`config.mk`:
```
export PLATFORM = sky130hd
export DESIGN_NAME = nandPageEcc
export DESIGN_NICKNAME = d
export VERILOG_FILES = /design/src/rtl/eccPkg.sv /design/src/rtl/eccCtrl.sv /design/src/rtl/eccDatapath.sv /design/src/rtl/nandPageEcc.sv
export SDC_FILE = /design/constraint.sdc
export NUM_CORES = 1
export LEC_CHECK = 0
export CORE_MARGIN = 2
export CORE_UTILIZATION = 58
export CTS_BUF_LIST = sky130_fd_sc_hd__clkbuf_16
export DETAILED_ROUTE_END_ITERATION = 8
export PLACE_DENSITY_LB_ADDON = 0.08
export SETUP_SLACK_MARGIN = 0.5
export SLEW_MARGIN = 30
export SYNTH_ARGS = -nofsm -noshare
export SYNTH_HDL_FRONTEND = slang
export SYNTH_SLANG_ARGS = --single-unit
```
`constraint.sdc`:
```
create_clock -name clk -period 7.65 [get_ports clk]
set_input_delay 1.9125 -clock clk [delete_from_list [all_inputs] [get_ports clk]]
set_output_delay 1.9125 -clock clk [all_outputs]
set_load 0.02 [all_outputs]
```
`src/rtl/eccPkg.sv`:
```
package eccPkg;
  localparam int DATA_W = 16;
  localparam int PAR_W  = 16;
  localparam int CNT_W  = 13;
  localparam int BASE_BYTES = 528;

  localparam logic [2:0] REG_CTRL = 3'd0;
  localparam logic [2:0] REG_MODE = 3'd1;
  localparam logic [2:0] REG_PAR  = 3'd2;
  localparam logic [2:0] REG_INV  = 3'd3;
  localparam logic [2:0] REG_STAT = 3'd4;

  typedef struct packed {
    logic       clear;
    logic       accum;
    logic       capture;
    logic [1:0] capIdx;
    logic       evaluate;
  } eccStrobe_t;

  function automatic logic [CNT_W-1:0] pageWords(input logic [1:0] sel, input logic wide);
    logic [CNT_W-1:0] bytes;
    bytes = CNT_W'(BASE_BYTES) << sel;
    return wide ? (bytes >> 1) : bytes;
  endfunction
endpackage

```
`src/rtl/eccCtrl.sv`:
```
module eccCtrl
  import eccPkg::*;
(
  input  logic                clk,
  input  logic                rstN,
  input  logic                regWr,
  input  logic [2:0]          regAddr,
  input  logic [31:0]         regWdata,
  output logic [31:0]         regRdata,
  input  logic                dataPhase,
  input  logic                dataValid,
  input  logic [PAR_W-1:0]    parVal,
  input  logic [PAR_W-1:0]    invVal,
  input  logic [2:0]          flags,
  output eccStrobe_t          strobe,
  output logic                wideBus,
  output logic [CNT_W-1:0]    wordIdx
);
  logic [2:0]       modeQ;
  logic [CNT_W-1:0] cnt;
  logic [CNT_W-1:0] limit;
  logic [CNT_W-1:0] codeWords;
  logic             take;
  logic             clearNow;
  logic             lastCap;
  logic             evalPend;

  assign wideBus   = modeQ[2];
  assign limit     = pageWords(modeQ[1:0], modeQ[2]);
  assign codeWords = modeQ[2] ? CNT_W'(2) : CNT_W'(4);
  assign clearNow  = regWr && (regAddr == REG_CTRL) && regWdata[0];
  assign take      = dataPhase && dataValid && !clearNow;
  assign wordIdx   = cnt;

  always_comb begin
    strobe          = '0;
    strobe.clear    = clearNow;
    strobe.accum    = take && (cnt < limit);
    strobe.capture  = take && (cnt >= limit) && (cnt < limit + codeWords);
    strobe.capIdx   = 2'(cnt - limit);
    strobe.evaluate = evalPend;
  end

  assign lastCap = strobe.capture && (CNT_W'(strobe.capIdx) == codeWords - CNT_W'(1));

  always_ff @(posedge clk or negedge rstN) begin
    if (!rstN) begin
      modeQ    <= '0;
      cnt      <= '0;
      evalPend <= 1'b0;
    end else begin
      if (regWr && regAddr == REG_MODE) modeQ <= regWdata[2:0];
      if (clearNow) begin
        cnt      <= '0;
        evalPend <= 1'b0;
      end else begin
        if (strobe.accum || strobe.capture) cnt <= cnt + CNT_W'(1);
        evalPend <= lastCap;
      end
    end
  end

  always_comb begin
    unique case (regAddr)
      REG_MODE: regRdata = {29'd0, modeQ};
      REG_PAR:  regRdata = {16'd0, parVal};
      REG_INV:  regRdata = {16'd0, invVal};
      REG_STAT: regRdata = {29'd0, flags};
      default:  regRdata = '0;
    endcase
  end
endmodule

```
`src/rtl/eccDatapath.sv`:
```
module eccDatapath
  import eccPkg::*;
(
  input  logic               clk,
  input  logic               rstN,
  input  eccStrobe_t         strobe,
  input  logic               wideBus,
  input  logic [CNT_W-1:0]   wordIdx,
  input  logic [DATA_W-1:0]  dataIn,
  output logic [PAR_W-1:0]   parVal,
  output logic [PAR_W-1:0]   invVal,
  output logic [2:0]         flags
);
  logic [PAR_W-1:0] accP;
  logic             accOdd;
  logic [PAR_W-1:0] accQ;
  logic [31:0]      storedCode;
  logic [PAR_W-1:0] synP, synQ;
  logic             checked;
  logic [3:0]       lowX;
  logic             wordOdd;
  logic [PAR_W-1:0] contrib;
  logic [PAR_W-1:0] sP, sQ;
  logic [2:0]       nextFlags;

  always_comb begin
    lowX = '0;
    for (int b = 0; b < DATA_W; b++) begin
      if ((wideBus || b < 8) && dataIn[b]) lowX ^= 4'(b);
    end
    wordOdd = wideBus ? ^dataIn : ^dataIn[7:0];
    if (wideBus) contrib = {wordOdd ? wordIdx[11:0] : 12'd0, lowX};
    else         contrib = {wordOdd ? wordIdx : 13'd0, lowX[2:0]};
  end

  assign accQ = accP ^ {PAR_W{accOdd}};
  assign sP   = accP ^ storedCode[15:0];
  assign sQ   = accQ ^ storedCode[31:16];

  always_comb begin
    if ((sP | sQ) == '0)                nextFlags = 3'b000;
    else if ($countones({sP, sQ}) == 1) nextFlags = 3'b011;
    else if (sP == ~sQ)                 nextFlags = 3'b001;
    else                                nextFlags = 3'b101;
  end

  always_ff @(posedge clk or negedge rstN) begin
    if (!rstN) begin
      accP <= '0; accOdd <= 1'b0; storedCode <= '0;
      synP <= '0; synQ <= '0; checked <= 1'b0; flags <= '0;
    end else if (strobe.clear) begin
      accP <= '0; accOdd <= 1'b0; storedCode <= '0;
      synP <= '0; synQ <= '0; checked <= 1'b0; flags <= '0;
    end else begin
      if (strobe.accum) begin
        accP   <= accP ^ contrib;
        accOdd <= accOdd ^ wordOdd;
      end
      if (strobe.capture) begin
        if (wideBus) storedCode[strobe.capIdx[0]*16 +: 16] <= dataIn;
        else         storedCode[strobe.capIdx*8 +: 8]      <= dataIn[7:0];
      end
      if (strobe.evaluate) begin
        synP    <= sP;
        synQ    <= sQ;
        flags   <= nextFlags;
        checked <= 1'b1;
      end
    end
  end

  assign parVal = checked ? synP : accP;
  assign invVal = checked ? synQ : accQ;
endmodule

```
`src/rtl/nandPageEcc.sv`:
```
module nandPageEcc
  import eccPkg::*;
(
  input  logic        clk,
  input  logic        rstN,
  input  logic        regWr,
  input  logic [2:0]  regAddr,
  input  logic [31:0] regWdata,
  output logic [31:0] regRdata,
  input  logic        dataPhase,
  input  logic        dataValid,
  input  logic [15:0] dataIn
);
  eccStrobe_t       strobe;
  logic             wideBus;
  logic [CNT_W-1:0] wordIdx;
  logic [PAR_W-1:0] parVal, invVal;
  logic [2:0]       flags;

  eccCtrl ctrl_i (
    .clk, .rstN, .regWr, .regAddr, .regWdata, .regRdata,
    .dataPhase, .dataValid, .parVal, .invVal, .flags,
    .strobe, .wideBus, .wordIdx
  );

  eccDatapath dp_i (
    .clk, .rstN, .strobe, .wideBus, .wordIdx, .dataIn,
    .parVal, .invVal, .flags
  );
endmodule

```
==> impl_metrics.py <==
metrics = {
    "run_status": {
        "outcome": "complete, no violations",
    },
    "floorplanning": {
        "dieArea_mm2": 0.0147,
        "pin_count": 88,
        "die_x_um": 121,
        "floorplan.initialDensity_pct": 59.6,
        "core_mm2": 0.0133,
        "die_height_um": 121,
        "fp-row-count": 42,
    },
    "worst_setup_path": {
        "startpoint_type": "register",
        "rr_worst_depth": 19,
        "reg2reg_slack_ns": 1.15,
        "crit_type": "register to register",
        "worstReg2RegEnd": "dp_i.flags[2]$_DFFE_PN0P_",
        "worstPathMaxFanout": 10,
        "required_ns": 7.86,
        "cp_slowest_cell": "dfrtp_1",
        "cp.arrival_ns": 6.71,
        "critPathMaxStageDelay_ns": 0.69,
        "cpMostUsedCell": "fa_1",
        "worstPathCellList": "buf_4, xor2_1, xor2_1, nand2_1, fa_1, inv_1, fa_1, inv_1, fa_1, fa_1, fa_1, inv_1, ha_1, inv_1, fa_1, a2111oi_0, a21oi_1, nor4_1, o21ai_0",
        "cpLargestDelayFamily": "adder cells",
        "cp-end-kind": "register",
        "r2r_start": "dp_i.accOdd$_DFFE_PN0P_",
        "path_buf_inv": 5,
    },
    "global_route": {
        "grt_start_max_net_pins": 78,
        "antenna_found_initial": 0,
        "track_usage_pct": 28.2,
        "grt_pass1_vias": 5941,
        "grt_pass1_wl_um": 31900,
        "gr-total-overflow": 0,
    },
    "layout": {
        "finalNonFillerCells": 1020,
        "drive_gt1_share_pct": 7.70,
        "postLayoutCellArea_mm2": 0.00872,
        "num_antenna_cells": 0,
        "syn2layout_area_growth_pct": 9.61,
        "layout_common_cells": "dfrtp_1, inv_1, mux2i_1",
        "fin_nets": 974,
        "final_common_cell": "dfrtp_1",
    },
    "timing": {
        "rsz0062_at_grt": "false",
        "period_minus_slack_ns": 6.50,
        "setup_violations": 0,
        "fmax_ghz": 0.154,
        "setup_slack_ns": 1.15,
        "hold_viol_final": 0,
        "worst_pin_slew_ns": 0.889,
        "relSlewSlack_pct": 40.5,
        "fin_tns_setup_ns": 0,
        "drv_slew": 0,
        "skew_ns": 0.00814,
        "fin_crit_sh_pct": 84.9,
    },
    "hold_path": {
        "hold_path.startpoint": "dp_i.flags[0]$_DFFE_PN0P_",
        "hold_depth": 1,
        "min-delay-path-class": "register to register",
        "whs_endpoint": "dp_i.flags[0]$_DFFE_PN0P_",
    },
    "place": {
        "post-place-ws_ns": 1.09,
        "dpl.hpwl_um": 14600,
        "place_inst": 1003,
        "port_buffers": 42,
        "globalplace.congestion": 0.963,
        "dpl_cell_area_mm2": 0.00841,
    },
    "clock_tree": {
        "ctsHoldBuffers": 0,
        "cts.sinks": 102,
        "cts_root_buf": "clkbuf_16",
        "clockBufferDepth": 2,
        "clk_pin_slew_ns": 0.08,
        "clock_latency_ns": 0.36,
        "cts_buffers": 9,
        "post_cts_buffers": 0,
        "cts_tree": "done",
        "cts-resized-gates": 0,
        "cts_max_level": 3,
    },
    "yosys": {
        "synth_top_area_cell": "dfrtp_1",
        "ys_warn_count": 0,
        "synth_flop_cell": "dfrtp_1",
        "synth_area_leaders": "dfrtp_1, ha_1, mux2i_1, fa_1, xnor2_1",
        "synth_edf_count": 0,
        "synthCells": 822,
        "syn_avg_cell_area_um2": 9.68,
        "synth.distinct_cells": 59,
        "synthArstFlopShare_pct": 100,
        "ys_ff_latch": 102,
        "synth.top_cell.area_share_pct": 32.1,
        "synth_area_mm2": 0.00796,
        "ys_seq_area_share_pct": 32.1,
    },
    "run": {
        "maxCapViolCount": 0,
    },
    "routing": {
        "via_per_inst": 5.86,
        "wl_per_cell_um": 19.0,
        "first_pass_iters": 7,
        "wl_um": 19400,
        "ant_nets": 0,
        "post-route-drc-count": 0,
        "vias": 5975,
        "dr.first_iter.drc_count": 386,
    },
}
-- worst max-delay path by stage --
stage / from / end / slack, ns / depth (start not counted)
3_5_place_dp: dp_i.accOdd$_DFFE_PN0P_ / dp_i.flags[2]$_DFFE_PN0P_ / 1.09 / 19
5_1_grt: dp_i.accOdd$_DFFE_PN0P_ / dp_i.flags[2]$_DFFE_PN0P_ / 0.81 / 19
4_1_cts: dp_i.accOdd$_DFFE_PN0P_ / dp_i.flags[2]$_DFFE_PN0P_ / 1.08 / 19
3_3_place_gp: dp_i.accOdd$_DFFE_PN0P_ / dp_i.flags[2]$_DFFE_PN0P_ / 1.24 / 19
2_1_floorplan: dp_i.accOdd$_DFFE_PN0P_ / dp_i.flags[2]$_DFFE_PN0P_ / 2.31 / 21
6_report: dp_i.accOdd$_DFFE_PN0P_ / dp_i.flags[2]$_DFFE_PN0P_ / 1.15 / 19
-- state kept, by name, indices dropped and copies added, names as in the netlist --
signal,count
dp_i.flags,3
dp_i.synQ,16
dp_i.storedCode,32
ctrl_i.modeQ,3
dp_i.accOdd,1
ctrl_i.wordIdx,13
dp_i.synP,16
ctrl_i.evalPend,1
dp_i.accP,16
dp_i.checked,1
-- per-stage QoR --
step           utilization [%]  hold WS (ns)
6_report                  65.4         0.496
5_1_grt                   65.4         0.537
4_1_cts                   65.2         0.497
3_5_place_dp              63.0         0.480
3_3_place_gp              63.0         0.477
2_1_floorplan                -         0.450
-- worst register-to-register path, cell delays in order (launching register included) --
cell and delay [ns]:
dfrtp_1 0.69, buf_4 0.32, xor2_1 0.22, xor2_1 0.43, nand2_1 0.15, fa_1 0.56
inv_1 0.07, fa_1 0.54, inv_1 0.06, fa_1 0.53, fa_1 0.44, fa_1 0.50
inv_1 0.07, ha_1 0.16, inv_1 0.05, fa_1 0.37, a2111oi_0 0.30, a21oi_1 0.08
nor4_1 0.62, o21ai_0 0.19
-- cell type report --
cell class                      count  area (µm²)
Clock buffer                        9         225
Clock inverter                      7        71.3
Fill cell                        1117        4620
Inverter                           77         289
Multi-Input combinational cell    599        4880
Sequential cell                   102        2550
Tap cell                          176         220
Timing Repair Buffer               50         482
-- kinds of logic (layout without fill, tap and decap cells) --
group	after synthesis	count (layout)	share of synthesized area (%)
flops	102	102	32.1
fa+ha+maj	79	79	14.9
other cells	1	16	0.0471
xor+xnor	89	89	9.97
simple gates	214	214	13.7
buf+inv	136	143	7.39
mux	93	93	12.1
compound gates	108	108	9.84
-- cell usage after synthesis (all sizes together), types with 12 or more instances --
cell type and instances:
buf 25, nand2b 20, clkbuf 34, nand4 22
mux2 28, inv 77, a21oi 28, nand2 50
mux2i 65, nor2 59, dfrtp 102, nand3 16
o21ai 13, nor4 12, fa 26, ha 53
o22ai 15, a211oi 16, xnor2 49, xor2 39
-- metal layers --
| layer | up-vias | global-route usage (%) | part of all wire [%] |
|---|---|---|---|
| li1 | 2835 | - | - |
| met1 | 2965 | 40.1 | 46 |
| met4 | 0 | 6.97 | 1.6 |
| met3 | 20 | 4.32 | 4.3 |
| met2 | 155 | 45.5 | 48 |
| met5 | - | 0 | 0 |
Power is not shown: default switching activity piles up to over one toggle a cycle in this logic, so the estimate is an artifact.
